$ cat config.mk
export PLATFORM = sky130hd
export DESIGN_NAME = comma_align
export DESIGN_NICKNAME = d
export VERILOG_FILES = /design/src/rtl/cma_pkg.sv /design/src/rtl/cma_front.sv /design/src/rtl/cma_scan.sv /design/src/rtl/cma_lock.sv /design/src/rtl/comma_align.sv
export SDC_FILE = /design/constraint.sdc
export NUM_CORES = 1
export LEC_CHECK = 0
export ABC_AREA = 1
export BUFFER_PORTS_ARGS = -buffer_cell sky130_fd_sc_hd__buf_2
export CAP_MARGIN = 30
export CORE_MARGIN = 1
export CORE_UTILIZATION = 45
export CTS_CLUSTER_DIAMETER = 40
export DETAILED_ROUTE_END_ITERATION = 10
export HOLD_SLACK_MARGIN = 0.12
export SETUP_SLACK_MARGIN = 0.4
export SYNTH_ARGS = -nofsm -noshare
export SYNTH_HDL_FRONTEND = slang
export SYNTH_SLANG_ARGS = --single-unit
$ cat constraint.sdc
create_clock -name clk -period 5.4 [get_ports clk]
set_input_delay 0.27 -clock clk [delete_from_list [all_inputs] [get_ports clk]]
set_output_delay 0.27 -clock clk [all_outputs]
set_load 0.005 [all_outputs]
$ cat src/rtl/cma_pkg.sv
package cma_pkg;
  localparam int SYM_W = 10;
  localparam int OFF_W = $clog2(SYM_W);
  localparam int WIN_W = 2 * SYM_W - 1;

  localparam logic [SYM_W-1:0] COMMA_NEG = 10'b0011111010;
  localparam logic [SYM_W-1:0] COMMA_POS = 10'b1100000101;

  typedef enum logic [1:0] {
    ST_HUNT    = 2'd0,
    ST_CONFIRM = 2'd1,
    ST_LOCKED  = 2'd2
  } lock_st_e;

  function automatic logic group_ok(input logic [SYM_W-1:0] g);
    int ones;
    ones = 0;
    for (int i = 0; i < SYM_W; i++) ones += int'(g[i]);
    return (ones >= 4) && (ones <= 6);
  endfunction
endpackage

$ cat src/rtl/cma_front.sv
module cma_front
  import cma_pkg::*;
(
  input  logic             clk,
  input  logic             rst,
  input  logic [SYM_W-1:0] raw_i,
  input  logic             invert_i,
  output logic [WIN_W-1:0] win_o,
  output logic             pol_chg_o
);
  logic [SYM_W-1:0] cur_q;
  logic [SYM_W-1:0] prev_q;
  logic             pol_q;

  always_ff @(posedge clk) begin
    if (rst) begin
      cur_q  <= '0;
      prev_q <= '0;
      pol_q  <= 1'b0;
    end else begin
      cur_q  <= raw_i ^ {SYM_W{invert_i}};
      prev_q <= cur_q;
      pol_q  <= invert_i;
    end
  end

  assign pol_chg_o = invert_i ^ pol_q;
  assign win_o     = {prev_q, cur_q[SYM_W-1:1]};
endmodule

$ cat src/rtl/cma_scan.sv
module cma_scan
  import cma_pkg::*;
(
  input  logic [WIN_W-1:0] win_i,
  input  logic [OFF_W-1:0] sel_i,
  output logic [SYM_W-1:0] hits_o,
  output logic             any_o,
  output logic [OFF_W-1:0] first_o,
  output logic [SYM_W-1:0] aligned_o
);
  logic [SYM_W-1:0] cand [SYM_W];

  for (genvar k = 0; k < SYM_W; k++) begin : g_off
    assign cand[k]   = win_i[WIN_W-1-k -: SYM_W];
    assign hits_o[k] = (cand[k] == COMMA_NEG) || (cand[k] == COMMA_POS);
  end

  assign any_o = |hits_o;

  always_comb begin
    first_o = '0;
    for (int k = SYM_W - 1; k >= 0; k--)
      if (hits_o[k]) first_o = OFF_W'(k);
  end

  always_comb begin
    aligned_o = cand[0];
    for (int k = 1; k < SYM_W; k++)
      if (sel_i == OFF_W'(k)) aligned_o = cand[k];
  end
endmodule

$ cat src/rtl/cma_lock.sv
module cma_lock
  import cma_pkg::*;
#(
  parameter int LOSS_LIM = 4
) (
  input  logic             clk,
  input  logic             rst,
  input  logic             pol_chg_i,
  input  logic [SYM_W-1:0] hits_i,
  input  logic             any_i,
  input  logic [OFF_W-1:0] first_i,
  input  logic             grp_ok_i,
  output lock_st_e         st_o,
  output logic [OFF_W-1:0] off_o
);
  localparam int CNT_W = (LOSS_LIM > 1) ? $clog2(LOSS_LIM) : 1;

  lock_st_e         st_q;
  logic [OFF_W-1:0] off_q;
  logic [CNT_W-1:0] bad_q;
  logic             hit_here;

  always_comb begin
    hit_here = 1'b0;
    for (int k = 0; k < SYM_W; k++)
      if (off_q == OFF_W'(k)) hit_here = hits_i[k];
  end

  always_ff @(posedge clk) begin
    if (rst) begin
      st_q  <= ST_HUNT;
      off_q <= '0;
      bad_q <= '0;
    end else if (pol_chg_i) begin
      st_q  <= ST_HUNT;
      bad_q <= '0;
    end else begin
      case (st_q)
        ST_HUNT: begin
          bad_q <= '0;
          if (any_i) begin
            off_q <= first_i;
            st_q  <= ST_CONFIRM;
          end
        end
        ST_CONFIRM: begin
          if (hit_here)   st_q  <= ST_LOCKED;
          else if (any_i) off_q <= first_i;
        end
        ST_LOCKED: begin
          if (grp_ok_i) begin
            bad_q <= '0;
          end else if (bad_q == CNT_W'(LOSS_LIM - 1)) begin
            bad_q <= '0;
            st_q  <= ST_HUNT;
          end else begin
            bad_q <= bad_q + 1'b1;
          end
        end
        default: st_q <= ST_HUNT;
      endcase
    end
  end

  assign st_o  = st_q;
  assign off_o = off_q;
endmodule

$ cat src/rtl/comma_align.sv
module comma_align
  import cma_pkg::*;
#(
  parameter int LOSS_LIM = 4
) (
  input  logic             clk,
  input  logic             rst,
  input  logic [SYM_W-1:0] raw_i,
  input  logic             invert_i,
  output logic [SYM_W-1:0] sym_o,
  output logic             lock_o
);
  logic [WIN_W-1:0] win;
  logic             pol_chg;
  logic [SYM_W-1:0] hits;
  logic             any_hit;
  logic [OFF_W-1:0] first_off;
  logic [SYM_W-1:0] aligned;
  lock_st_e         st_q;
  logic [OFF_W-1:0] off_q;

  cma_front u_front (
    .clk(clk), .rst(rst), .raw_i(raw_i), .invert_i(invert_i),
    .win_o(win), .pol_chg_o(pol_chg)
  );

  cma_scan u_scan (
    .win_i(win), .sel_i(off_q), .hits_o(hits), .any_o(any_hit),
    .first_o(first_off), .aligned_o(aligned)
  );

  cma_lock #(.LOSS_LIM(LOSS_LIM)) u_lock (
    .clk(clk), .rst(rst), .pol_chg_i(pol_chg), .hits_i(hits),
    .any_i(any_hit), .first_i(first_off), .grp_ok_i(group_ok(aligned)),
    .st_o(st_q), .off_o(off_q)
  );

  always_ff @(posedge clk) begin
    if (rst) begin
      sym_o  <= '0;
      lock_o <= 1'b0;
    end else begin
      sym_o  <= aligned;
      lock_o <= (st_q == ST_LOCKED);
    end
  end
endmodule

==> qor.yml <==
reg2regPathDepth: 26
setup_ws_ps: 796.0
vias: 3725
grt_first_pass_wirelength_mm: 17.08
syn-cell-area_um2: 3610
syn_to_final_growth_pct: 4.506
crit_buf_inv: 9
ys_top_cells_by_area: "dfxtp_1, nand2_1, nor2_1"
synth-main-ff-cell: "dfxtp_1"
synth_most_common_cell: "nand2_1"
synthTopCellsByCount: "nand2_1, nor2_1, inv_1, dfxtp_1, a21oi_1"
fmax_mhz: 217.2
final_util_pct: 48.82
arrival_ps: 4800
pre_cts_slack_ps: 564.3
crit_family: "adder cells"
ant_nets: 0
core_um2: 7727
cpPeakStageDelay_ps: 540
holdPathStages: 3
drc_errors: 0
portBuffers: 23
status: "complete, no violations"
ys_warn_count: 0
required_ps: 5600
finalHoldViolations: 0
grt_setup_unrepaired: "false"
setup_viol: 0
final_cells: 687
min_path_type: "input pin to flop"
grt-ovfl-total: 0
antenna_found_initial: 0
ios: 24
fp.dieH_um: 91.57
finalNetCount: 606
fin_crit_ps: 4604
reg2reg_from: "u_lock.off_o[2]$_SDFFE_PP0P_"
crit_type: "flop to flop"
tns_ps: 0
slew_headroom_pct: 59.05
async_flop_share_pct: 0
cts_buffer_depth: 2
first_pass_iters: 6
num_antenna_cells: 0
period_share_pct: 85.26
holdWs_ps: 194.6
power_uw: 741.1
fp-row-count: 32
hold_start: "raw_i[4]"
synth_top_cell_by_area: "dfxtp_1"
grt_pass1_vias: 3453
placed_cells: 672
gp_congestion: 1.023
finalClockSkew_ps: 8.126
startpoint_type: "flop"
maxSlewViolCount: 0
routedWlPerCell_um: 14.97
leakage_nw: 1.826
tightest_slew_ps: 614.2
cts_hold_buf: 0
htreeDepth: 2
placed_cell_area_um2: 3583
ys_seq_area_share_pct: 22.18
initial_core_util_pct: 46.71
slowest_stage: "fa_1"
grt_max_degree: 34
cpMostUsedCell: "inv_1"
viasPerCell: 5.422
die_w_um: 91.57
routed_wl_mm: 10.28
numClockSinks: 40
cts_buffers: 5
clk_pin_slew_worst_paths_ps: 90
ir_drop_uv: 108.1
dieArea_um2: 8384
syn_inst: 569
ys_types: 43
endpoint_kind: "flop"
syn_avg_cell_area_um2: 6.344
first_iter_violations: 287
cellPowerDensity_nw_per_um2: 196.4
crit_start: "u_lock.off_o[2]$_SDFFE_PP0P_"
stdcell_area_um2: 3772
maxCapViolCount: 0
cp.depth: 26
tritoncts: "done"
clockRootBuffer: "clkbuf_8"
clock_latency_ps: 310
synth_edf_count: 0
crit_path_max_fanout: 4
synth.top_cell.area_share_pct: 22.18
track_usage_pct: 25.41
synth_fp_nets: 591
dpl.hpwl_mm: 7.723
ys_seq_elements: 40
drive_above_1_share_pct: 14.87
what timing repair did:
| item | 4_1_cts | 5_1_grt |
|---|---|---|
| gates resized for setup | 0 | 11 |
| buffers inserted | 0 | 6 |
| setup endpoints to repair | 0 | 3 |
sequential cells by signal (all words and copies together), names as in the netlist:
signal and count:
sym_o 10, u_lock.bad_q 2, lock_o 1, u_front.pol_q 1, u_front.prev_q 10, u_lock.off_o 4
u_lock.st_o 2, u_front.cur_q 10
layer usage:
metal  global-route usage [%]  vias to the layer above  wire, µm
met5                        0                        -         0
met4                    11.77                        0       323
met3                    3.015                       33       661
met2                    41.73                      173      4610
met1                    33.06                     1669      4687
li1                         -                     1850         -
layout by cell type (no fill, tap or decap), drive strengths merged, types with 2 or more instances in the layout:
master      n
buf        36
clkinvlp    3
dfxtp      40
xnor2      11
o211ai     13
o41ai       4
clkbuf      5
o31ai       2
ha          3
nor4        4
inv        77
a211oi      3
nor3        7
nand3      34
nor2      102
fa          6
nand2     134
a21oi      39
o22ai       2
nand4      11
o21ai      44
cells by family (layout without fill, tap and decap cells):
family	count (synthesis)	count (layout)	share of synthesized area, %
adders and majority gates	9	9	4.368
buffers and inverters	107	123	17.43
xor gates and xnor gates	12	12	2.912
DFF	40	40	22.18
AOI/OAI and AO/OA	107	107	18.02
and+or+nand+nor	294	294	35.08
power breakdown:
part / internal [mW] / switching [mW] / leakage [nW] / total [mW]
sequential: 0.308 / 0.0190 / 0.329 / 0.327
clock: 0.139 / 0.123 / 0.0548 / 0.262
combinational: 0.0511 / 0.101 / 1.44 / 0.152
area by class of cell:
class,instances,area [µm²]
clock inverter,3,46.29
sequential,40,804.5
fill,815,3955
tap,102,127.6
timing repair buffer,36,212.7
timing repair inverter,1,5.005
multi-input combinational,422,2196
inverter,78,311.5
clock buffer,5,68.82
worst paths after layout:
path	endpoint	slack [ps]
setup / recovery	u_lock.bad_q[0]$_SDFFE_PP0P_	800
hold / removal	u_front.cur_q[4]$_SDFF_PP0_	190
setup reg to reg	u_lock.bad_q[0]$_SDFFE_PP0P_	800
hold reg to reg	u_front.prev_q[0]$_SDFF_PP0_	410
worst register-to-register path, cell delays in order (launching register included):
cell and delay (ps):
dfxtp_1 370, inv_1 80, nor2_2 100, inv_1 90
nor2_4 200, buf_4 160, buf_4 110, o21ai_1 70
nand3_1 80, nand2_1 60, nand3_1 70, nand2_1 60
o21ai_1 110, inv_1 90, fa_1 540, inv_1 60
fa_1 460, fa_1 490, inv_1 40, ha_1 200
fa_1 380, xor2_1 160, inv_1 60, a211oi_2 170
inv_1 80, a21oi_1 130, a211oi_1 60
(Power assumes the default switching activity.)
